$ cat config.mk
export PLATFORM = sky130hd
export DESIGN_NAME = i2c_wiper_ctrl
export DESIGN_NICKNAME = d
export VERILOG_FILES = /design/src/rtl/wiper_pkg.sv /design/src/rtl/i2c_line_sync.sv /design/src/rtl/nv_timer.sv /design/src/rtl/i2c_wiper_ctrl.sv
export SDC_FILE = /design/constraint.sdc
export NUM_CORES = 1
export LEC_CHECK = 0
export CAP_MARGIN = 15
export CORE_UTILIZATION = 40
export DETAILED_ROUTE_END_ITERATION = 8
export MAX_ROUTING_LAYER = met4
export SLEW_MARGIN = 10
export SYNTH_ARGS = -nofsm -noshare
export SYNTH_HDL_FRONTEND = slang
export SYNTH_SLANG_ARGS = --single-unit
$ cat constraint.sdc
create_clock -name clk_i -period 3.8 [get_ports clk_i]
set_input_delay 1.14 -clock clk_i [delete_from_list [all_inputs] [get_ports clk_i]]
set_output_delay 1.14 -clock clk_i [all_outputs]
set_load 0.02 [all_outputs]
$ cat src/rtl/wiper_pkg.sv
package wiper_pkg;
  typedef enum logic [2:0] {
    ST_IDLE, ST_ID, ST_REG, ST_WDATA, ST_RDATA, ST_SKIP
  } bus_st_e;

  localparam logic [7:0] REG_WIPER = 8'h00;
  localparam logic [7:0] REG_CTRL  = 8'h02;
endpackage

$ cat src/rtl/i2c_line_sync.sv
module i2c_line_sync #(
  parameter int unsigned N = 2
) (
  input  logic         clk_i,
  input  logic         rst_ni,
  input  logic [N-1:0] raw_i,
  output logic [N-1:0] lvl_o,
  output logic [N-1:0] rise_o,
  output logic [N-1:0] fall_o
);
  for (genvar g = 0; g < N; g++) begin : g_line
    logic [2:0] pipe_q;
    always_ff @(posedge clk_i or negedge rst_ni) begin
      if (!rst_ni) pipe_q <= 3'b111;
      else         pipe_q <= {pipe_q[1:0], raw_i[g]};
    end
    assign lvl_o[g]  = pipe_q[1];
    assign rise_o[g] = pipe_q[1] & ~pipe_q[2];
    assign fall_o[g] = ~pipe_q[1] & pipe_q[2];
  end
endmodule

$ cat src/rtl/nv_timer.sv
module nv_timer #(
  parameter int unsigned CYCLES = 1000
) (
  input  logic clk_i,
  input  logic rst_ni,
  input  logic start_i,
  output logic busy_o,
  output logic done_o
);
  localparam int unsigned W = $clog2(CYCLES + 1);

  logic [W-1:0] cnt_q;

  always_ff @(posedge clk_i or negedge rst_ni) begin
    if (!rst_ni)           cnt_q <= '0;
    else if (start_i)      cnt_q <= W'(CYCLES);
    else if (cnt_q != '0)  cnt_q <= cnt_q - 1'b1;
  end

  assign busy_o = (cnt_q != '0);
  assign done_o = (cnt_q == W'(1)) && !start_i;

  assert_count_down_R4: assert property (@(posedge clk_i) disable iff (!rst_ni)
    (cnt_q != '0 && !start_i) |=> (cnt_q == $past(cnt_q) - 1'b1));
endmodule

$ cat src/rtl/i2c_wiper_ctrl.sv
module i2c_wiper_ctrl
  import wiper_pkg::*;
#(
  parameter logic [6:0]  DEV_ADDR    = 7'h2C,
  parameter logic [7:0]  NV_INIT     = 8'h80,
  parameter int unsigned CLK_HZ      = 125_000_000,
  parameter int unsigned NV_WRITE_US = 20_000
) (
  input  logic       clk_i,
  input  logic       rst_ni,
  input  logic       scl_i,
  input  logic       sda_i,
  input  logic       wp_i,
  output logic       sda_oe_o,
  output logic [7:0] tap_o
);
  localparam int unsigned NV_RAW    = (CLK_HZ / 1_000_000) * NV_WRITE_US;
  localparam int unsigned NV_CYCLES = (NV_RAW == 0) ? 1 : NV_RAW;

  logic [1:0] lvl, rise, fall;
  i2c_line_sync #(.N(2)) u_sync (
    .clk_i, .rst_ni, .raw_i({sda_i, scl_i}),
    .lvl_o(lvl), .rise_o(rise), .fall_o(fall)
  );
  logic sda_lvl, scl_lvl, scl_rise, scl_fall, start_det, stop_det;
  assign scl_lvl   = lvl[0];
  assign sda_lvl   = lvl[1];
  assign scl_rise  = rise[0];
  assign scl_fall  = fall[0];
  assign start_det = scl_lvl & fall[1];
  assign stop_det  = scl_lvl & rise[1];

  bus_st_e    st_q;
  logic [3:0] cnt_q;
  logic [7:0] sh_q, tx_q, reg_addr_q, wiper_q, ctrl_q, rd_val;
  logic       in_ack_q, oe_q, wp_q, commit_q, recall_q;
  logic [7:0] nv_q = NV_INIT;   // emulated non-volatile cell, survives rst_ni
  logic       nv_start, nv_busy, nv_done;

  assign nv_start = stop_det & commit_q;

  nv_timer #(.CYCLES(NV_CYCLES)) u_nv_timer (
    .clk_i, .rst_ni, .start_i(nv_start), .busy_o(nv_busy), .done_o(nv_done)
  );

  always_ff @(posedge clk_i) begin
    if (nv_done) nv_q <= wiper_q;
  end

  always_comb begin
    case (reg_addr_q)
      REG_WIPER: rd_val = (ctrl_q == '0) ? nv_q : wiper_q;
      REG_CTRL:  rd_val = ctrl_q;
      default:   rd_val = '0;
    endcase
  end

  always_ff @(posedge clk_i or negedge rst_ni) begin
    if (!rst_ni) begin
      st_q <= ST_IDLE; cnt_q <= '0; sh_q <= '0; tx_q <= '0;
      in_ack_q <= 1'b0; oe_q <= 1'b0; reg_addr_q <= '0;
      wiper_q <= '0; ctrl_q <= '0; wp_q <= 1'b0;
      commit_q <= 1'b0; recall_q <= 1'b1;
    end else begin
      if (recall_q) begin
        wiper_q  <= nv_q;
        recall_q <= 1'b0;
      end
      if (start_det) begin
        st_q <= ST_ID; cnt_q <= '0; in_ack_q <= 1'b0; oe_q <= 1'b0;
        wp_q <= wp_i; commit_q <= 1'b0;
      end else if (stop_det) begin
        st_q <= ST_IDLE; cnt_q <= '0; in_ack_q <= 1'b0; oe_q <= 1'b0;
        commit_q <= 1'b0;
      end else if (st_q != ST_IDLE) begin
        if (scl_rise && !in_ack_q && st_q != ST_SKIP) begin
          sh_q  <= {sh_q[6:0], sda_lvl};
          cnt_q <= cnt_q + 1'b1;
        end
        if (scl_fall) begin
          if (in_ack_q) begin
            in_ack_q <= 1'b0;
            oe_q     <= (st_q == ST_RDATA) ? ~tx_q[7] : 1'b0;
          end else if (st_q == ST_RDATA) begin
            if (cnt_q == 4'd8) begin
              oe_q <= 1'b0;
              st_q <= ST_SKIP;
            end else if (cnt_q != '0) begin
              tx_q <= {tx_q[6:0], 1'b0};
              oe_q <= ~tx_q[6];
            end
          end else if (cnt_q == 4'd8 && st_q != ST_SKIP) begin
            cnt_q <= '0;
            case (st_q)
              ST_ID: begin
                if (sh_q[7:1] == DEV_ADDR && !nv_busy) begin
                  oe_q <= 1'b1; in_ack_q <= 1'b1;
                  st_q <= sh_q[0] ? ST_RDATA : ST_REG;
                  tx_q <= rd_val;
                end else begin
                  st_q <= ST_SKIP;
                end
              end
              ST_REG: begin
                reg_addr_q <= sh_q;
                oe_q <= 1'b1; in_ack_q <= 1'b1;
                st_q <= ST_WDATA;
              end
              ST_WDATA: begin
                oe_q <= 1'b1; in_ack_q <= 1'b1;
                st_q <= ST_SKIP;
                if (!wp_q) begin
                  if (reg_addr_q == REG_WIPER) begin
                    wiper_q  <= sh_q;
                    commit_q <= (ctrl_q == '0);
                  end else if (reg_addr_q == REG_CTRL) begin
                    ctrl_q <= sh_q;
                  end
                end
              end
              default: st_q <= ST_SKIP;
            endcase
          end
        end
      end
    end
  end

  assign sda_oe_o = oe_q;
  assign tap_o    = wiper_q;

  assert_recall_R1: assert property (@(posedge clk_i) disable iff (!rst_ni)
    recall_q |=> (tap_o == $past(nv_q)));
  assert_nv_on_done_R4: assert property (@(posedge clk_i) disable iff (!rst_ni)
    !$stable(nv_q) |-> $past(nv_done));
  assert_wiper_hold_busy_R5: assert property (@(posedge clk_i) disable iff (!rst_ni)
    nv_busy |=> $stable(wiper_q));
  assert_wp_block_R6: assert property (@(posedge clk_i) disable iff (!rst_ni)
    wp_q |=> ($stable(wiper_q) && $stable(ctrl_q)));
  assert_released_skip_R7: assert property (@(posedge clk_i) disable iff (!rst_ni)
    (st_q == ST_SKIP && !in_ack_q) |-> !sda_oe_o);
endmodule

==> impl_metrics.py <==
metrics = {
    "floorplan": {
        "io_pins": 14,
        "core_area_mm2": 0.01037,
        "die-width_um": 105.6,
        "dieArea_mm2": 0.01114,
        "start_util": 0.4137,
        "rows": 37,
        "die_y_um": 105.6,
    },
    "worst_hold_path": {
        "hold_path.startpoint": "u_sync.g_line[1].pipe_q[0]",
        "min_path_type": "flip-flop to flip-flop",
    },
    "clock_network": {
        "post_cts_resize_count": 0,
        "insertion_delay_ns": 0.37,
        "htreeDepth": 3,
        "max-clock-path-buffers": 2,
        "clkTransAtPathRegs_ns": 0.09,
        "cts_hold_buf": 0,
        "cts_made_buffers": 9,
        "clock_sinks": 88,
        "cts_setup_buffers": 0,
        "cts_tree": "built",
        "clock-root-buffer": "clkbuf_8",
    },
    "final_layout": {
        "drive_above_1_share": 0.1716,
        "multi_input_area_mm2": 0.001938,
        "ff_latch_area_mm2": 0.002251,
        "n_fill_cell": 1013,
        "final_cell_mix": "73 x dfrtp_1, 34 x nor2_1, 32 x mux2_2, 20 x o21ai_0, 18 x mux2i_1",
        "syn_to_final_growth_pct": 10.35,
        "fin_cells": 538,
        "layout_commonest_cell": "dfrtp_1",
        "nets": 407,
        "diodes": 0,
    },
    "placement": {
        "dpl.cell_count": 522,
        "pre_cts_slack_ns": 1.115,
        "dp_hpwl_um": 6060,
        "gp_congestion": 0.8207,
        "numPortBuffers": 13,
    },
    "logic_synthesis": {
        "seq_area_frac_synth": 0.5246,
        "synth_edf_count": 8,
        "synth-xor-area-share": 0.02450,
        "synth_fa_ha_area_frac": 0.01458,
        "synthCells": 383,
        "async_flop_share": 0.9091,
        "synth_top_family_by_area": "simple AND/OR/NAND/NOR gates",
        "synth-simple-area-share": 0.1799,
        "syn_area_per_cell_um2": 11.20,
        "netlist_area_mm2": 0.004290,
        "syn_nets": 393,
        "ys_seq_elements": 88,
        "ys.flop_type": "dfrtp_1",
        "synth_mux_area_frac": 0.1260,
        "synth_compound_area_frac": 0.1059,
        "synth_warnings": 0,
        "ys_types": 55,
    },
    "setup_path": {
        "worstSetupStartpoint": "cnt_q[0]",
        "crit_required_ns": 4.06,
        "worstPathArrival_ns": 3.01,
        "worst_setup_path_start_kind": "flip-flop",
        "worstPathMaxFanout": 9,
        "r2r-start": "cnt_q[0]",
        "worstPathCellList": "inv_1 -> ha_1 -> nor4bb_1 -> nor3b_1 -> nand2_1 -> mux2_2",
        "slowest_delay_ns": 0.70,
        "slowest_stage": "nor3b_1",
        "crit_path_end_kind": "flip-flop",
        "crit_type": "flip-flop to flip-flop",
    },
    "drt": {
        "drt-total-wl_um": 8745,
        "avgRoutedWirePerCell_um": 16.25,
        "drt_iter0_drc": 240,
        "remaining_drc_errors": 0,
        "viasPerCell": 5.545,
        "vias": 2983,
        "drt_first_pass_iters": 4,
        "ant_nets": 0,
    },
    "timing": {
        "layout_setup_ws_ns": 1.048,
        "timing.final.crit_period_ns": 2.752,
        "worst_pin_slew_ns": 1.013,
        "grt_setup_unrepaired": "false",
        "min_period_over_period": 0.7242,
        "final-hold-violation-count": 0,
        "setup_tns_ns": 0,
        "max_slew_margin": 0.3248,
        "fin_skew_ns": 0.01626,
        "fmax_mhz": 363.4,
        "setup_viol": 0,
        "final_max_slew_viol_count": 0,
    },
    "pwr": {
        "ir_worst_vdd_v": 0.0002538,
        "power_density_mw_per_mm2": 384.9,
        "leakagePower_nw": 2.134,
    },
    "run_status": {
        "status": "complete, no violations",
    },
    "global_route": {
        "antenna_found_initial": 0,
        "gr-total-overflow": 0,
        "grt_pass1_wl_um": 14890,
        "grt_max_degree": 81,
        "grt_usage": 0.1770,
        "grt_pass1_vias": 3015,
    },
    "job": {
        "drv_cap": 0,
    },
}
==> cells in the mapped netlist, types with 4 or more instances <==
| library cell | count | area share |
|---|---|---|
| mux2i_1 | 18 | 0.042 |
| dfrtp_1 | 73 | 0.43 |
| nand3_1 | 10 | 0.012 |
| and3_1 | 4 | 0.0058 |
| nand4_1 | 4 | 0.0058 |
| o31ai_1 | 6 | 0.010 |
| ha_1 | 5 | 0.015 |
| nor4_1 | 9 | 0.013 |
| o21a_1 | 4 | 0.0070 |
| xor2_1 | 7 | 0.014 |
| or4_1 | 4 | 0.0070 |
| edfxtp_1 | 8 | 0.056 |
| or3_1 | 10 | 0.015 |
| o21ai_0 | 20 | 0.023 |
| nor3_1 | 9 | 0.010 |
| mux2_2 | 32 | 0.084 |
| a21oi_1 | 14 | 0.016 |
| dfstp_2 | 7 | 0.043 |
| nor2_1 | 34 | 0.030 |
| nor2b_1 | 4 | 0.0058 |
| clkbuf_1 | 9 | 0.0079 |
| o211ai_1 | 5 | 0.0087 |
| a22oi_1 | 8 | 0.014 |
| xnor2_1 | 5 | 0.010 |
| inv_1 | 10 | 0.0087 |
| nor3b_1 | 4 | 0.0070 |
| nand2_1 | 16 | 0.014 |
==> sequential cells by signal (all words and copies together), names as in the netlist <==
name and cells:
u_sync.g_line.pipe_q 6, sh_q 8, in_ack_q 1, u_nv_timer.cnt_q 22, nv_q 8, st_q 3, wp_q 1, recall_q 1
sda_oe_o 1, commit_q 1, ctrl_q 8, reg_addr_q 8, cnt_q 4, tap_o 8, tx_q 8
==> report_power, final <==
group | leakage (nW) | internal, mW | switching [mW]
sequential | 1.14 | 0.998 | 0.0811
clock | 0.0954 | 0.251 | 0.359
combinational | 0.904 | 0.0640 | 0.0684
total | 2.13 | 1.31 | 0.509
==> critical path, delay by kind of cell, from the launching register on <==
family        cells  cell delay [ns]
mux               1             0.38
fa+ha+maj         1             0.18
flops             1             0.42
simple gates      3             1.58
buf+inv           1             0.10
==> layout make-up <==
type,instances,share of cell area
inverters,10,0.007928
multi-input cells,272,0.4094
clock buffers,9,0.02616
flip-flops and latches,88,0.4754
well taps,136,0.03594
clock inverters,7,0.01348
repair buffers,16,0.03171
==> worst paths after layout <==
check	slack (ns)	to	cells past startpoint
worst max-delay path	1.05	reg_addr_q[3]	6
worst min-delay path	0.36	u_sync.g_line[1].pipe_q[1]	0
worst max register to register	1.05	reg_addr_q[3]	6
worst min register to register	0.36	u_sync.g_line[1].pipe_q[1]	0
max in group asynchronous	2.19	tap_o[1]	1
min in group asynchronous	0.94	u_nv_timer.cnt_q[5]	1
==> routing by layer <==
metal / vias to the layer above / part of all wire / GRT usage
met4: 0 / 0.016 / 0.06052
met5: - / 0 / -
met3: 11 / 0.030 / 0.03587
met2: 63 / 0.51 / 0.2998
met1: 1466 / 0.44 / 0.2108
li1: 1443 / - / -
==> per-stage QoR <==
| stage | util | hold slack, ns | power (mW) | cell area [um^2] |
|---|---|---|---|---|
| after floorplan | - | 0.3452 | 1.151 | 4290 |
| after global placement | 0.4385 | 0.3459 | 1.233 | 4547 |
| after detailed placement | 0.4385 | 0.3494 | 1.235 | 4547 |
| after CTS | 0.4566 | 0.3629 | 1.855 | 4735 |
| after global routing | 0.4566 | 0.3691 | 1.913 | 4735 |
| final | 0.4566 | 0.3610 | 1.822 | 4735 |
==> cell families (layout without fill, tap and decap cells) <==
group	Yosys count	after routing
fa+ha+maj	5	5
mux	50	50
other cells	1	1
xor+xnor	12	12
buf+inv	23	42
compound gates	71	71
simple gates	133	133
flops	88	88
(Power assumes the default switching activity.)
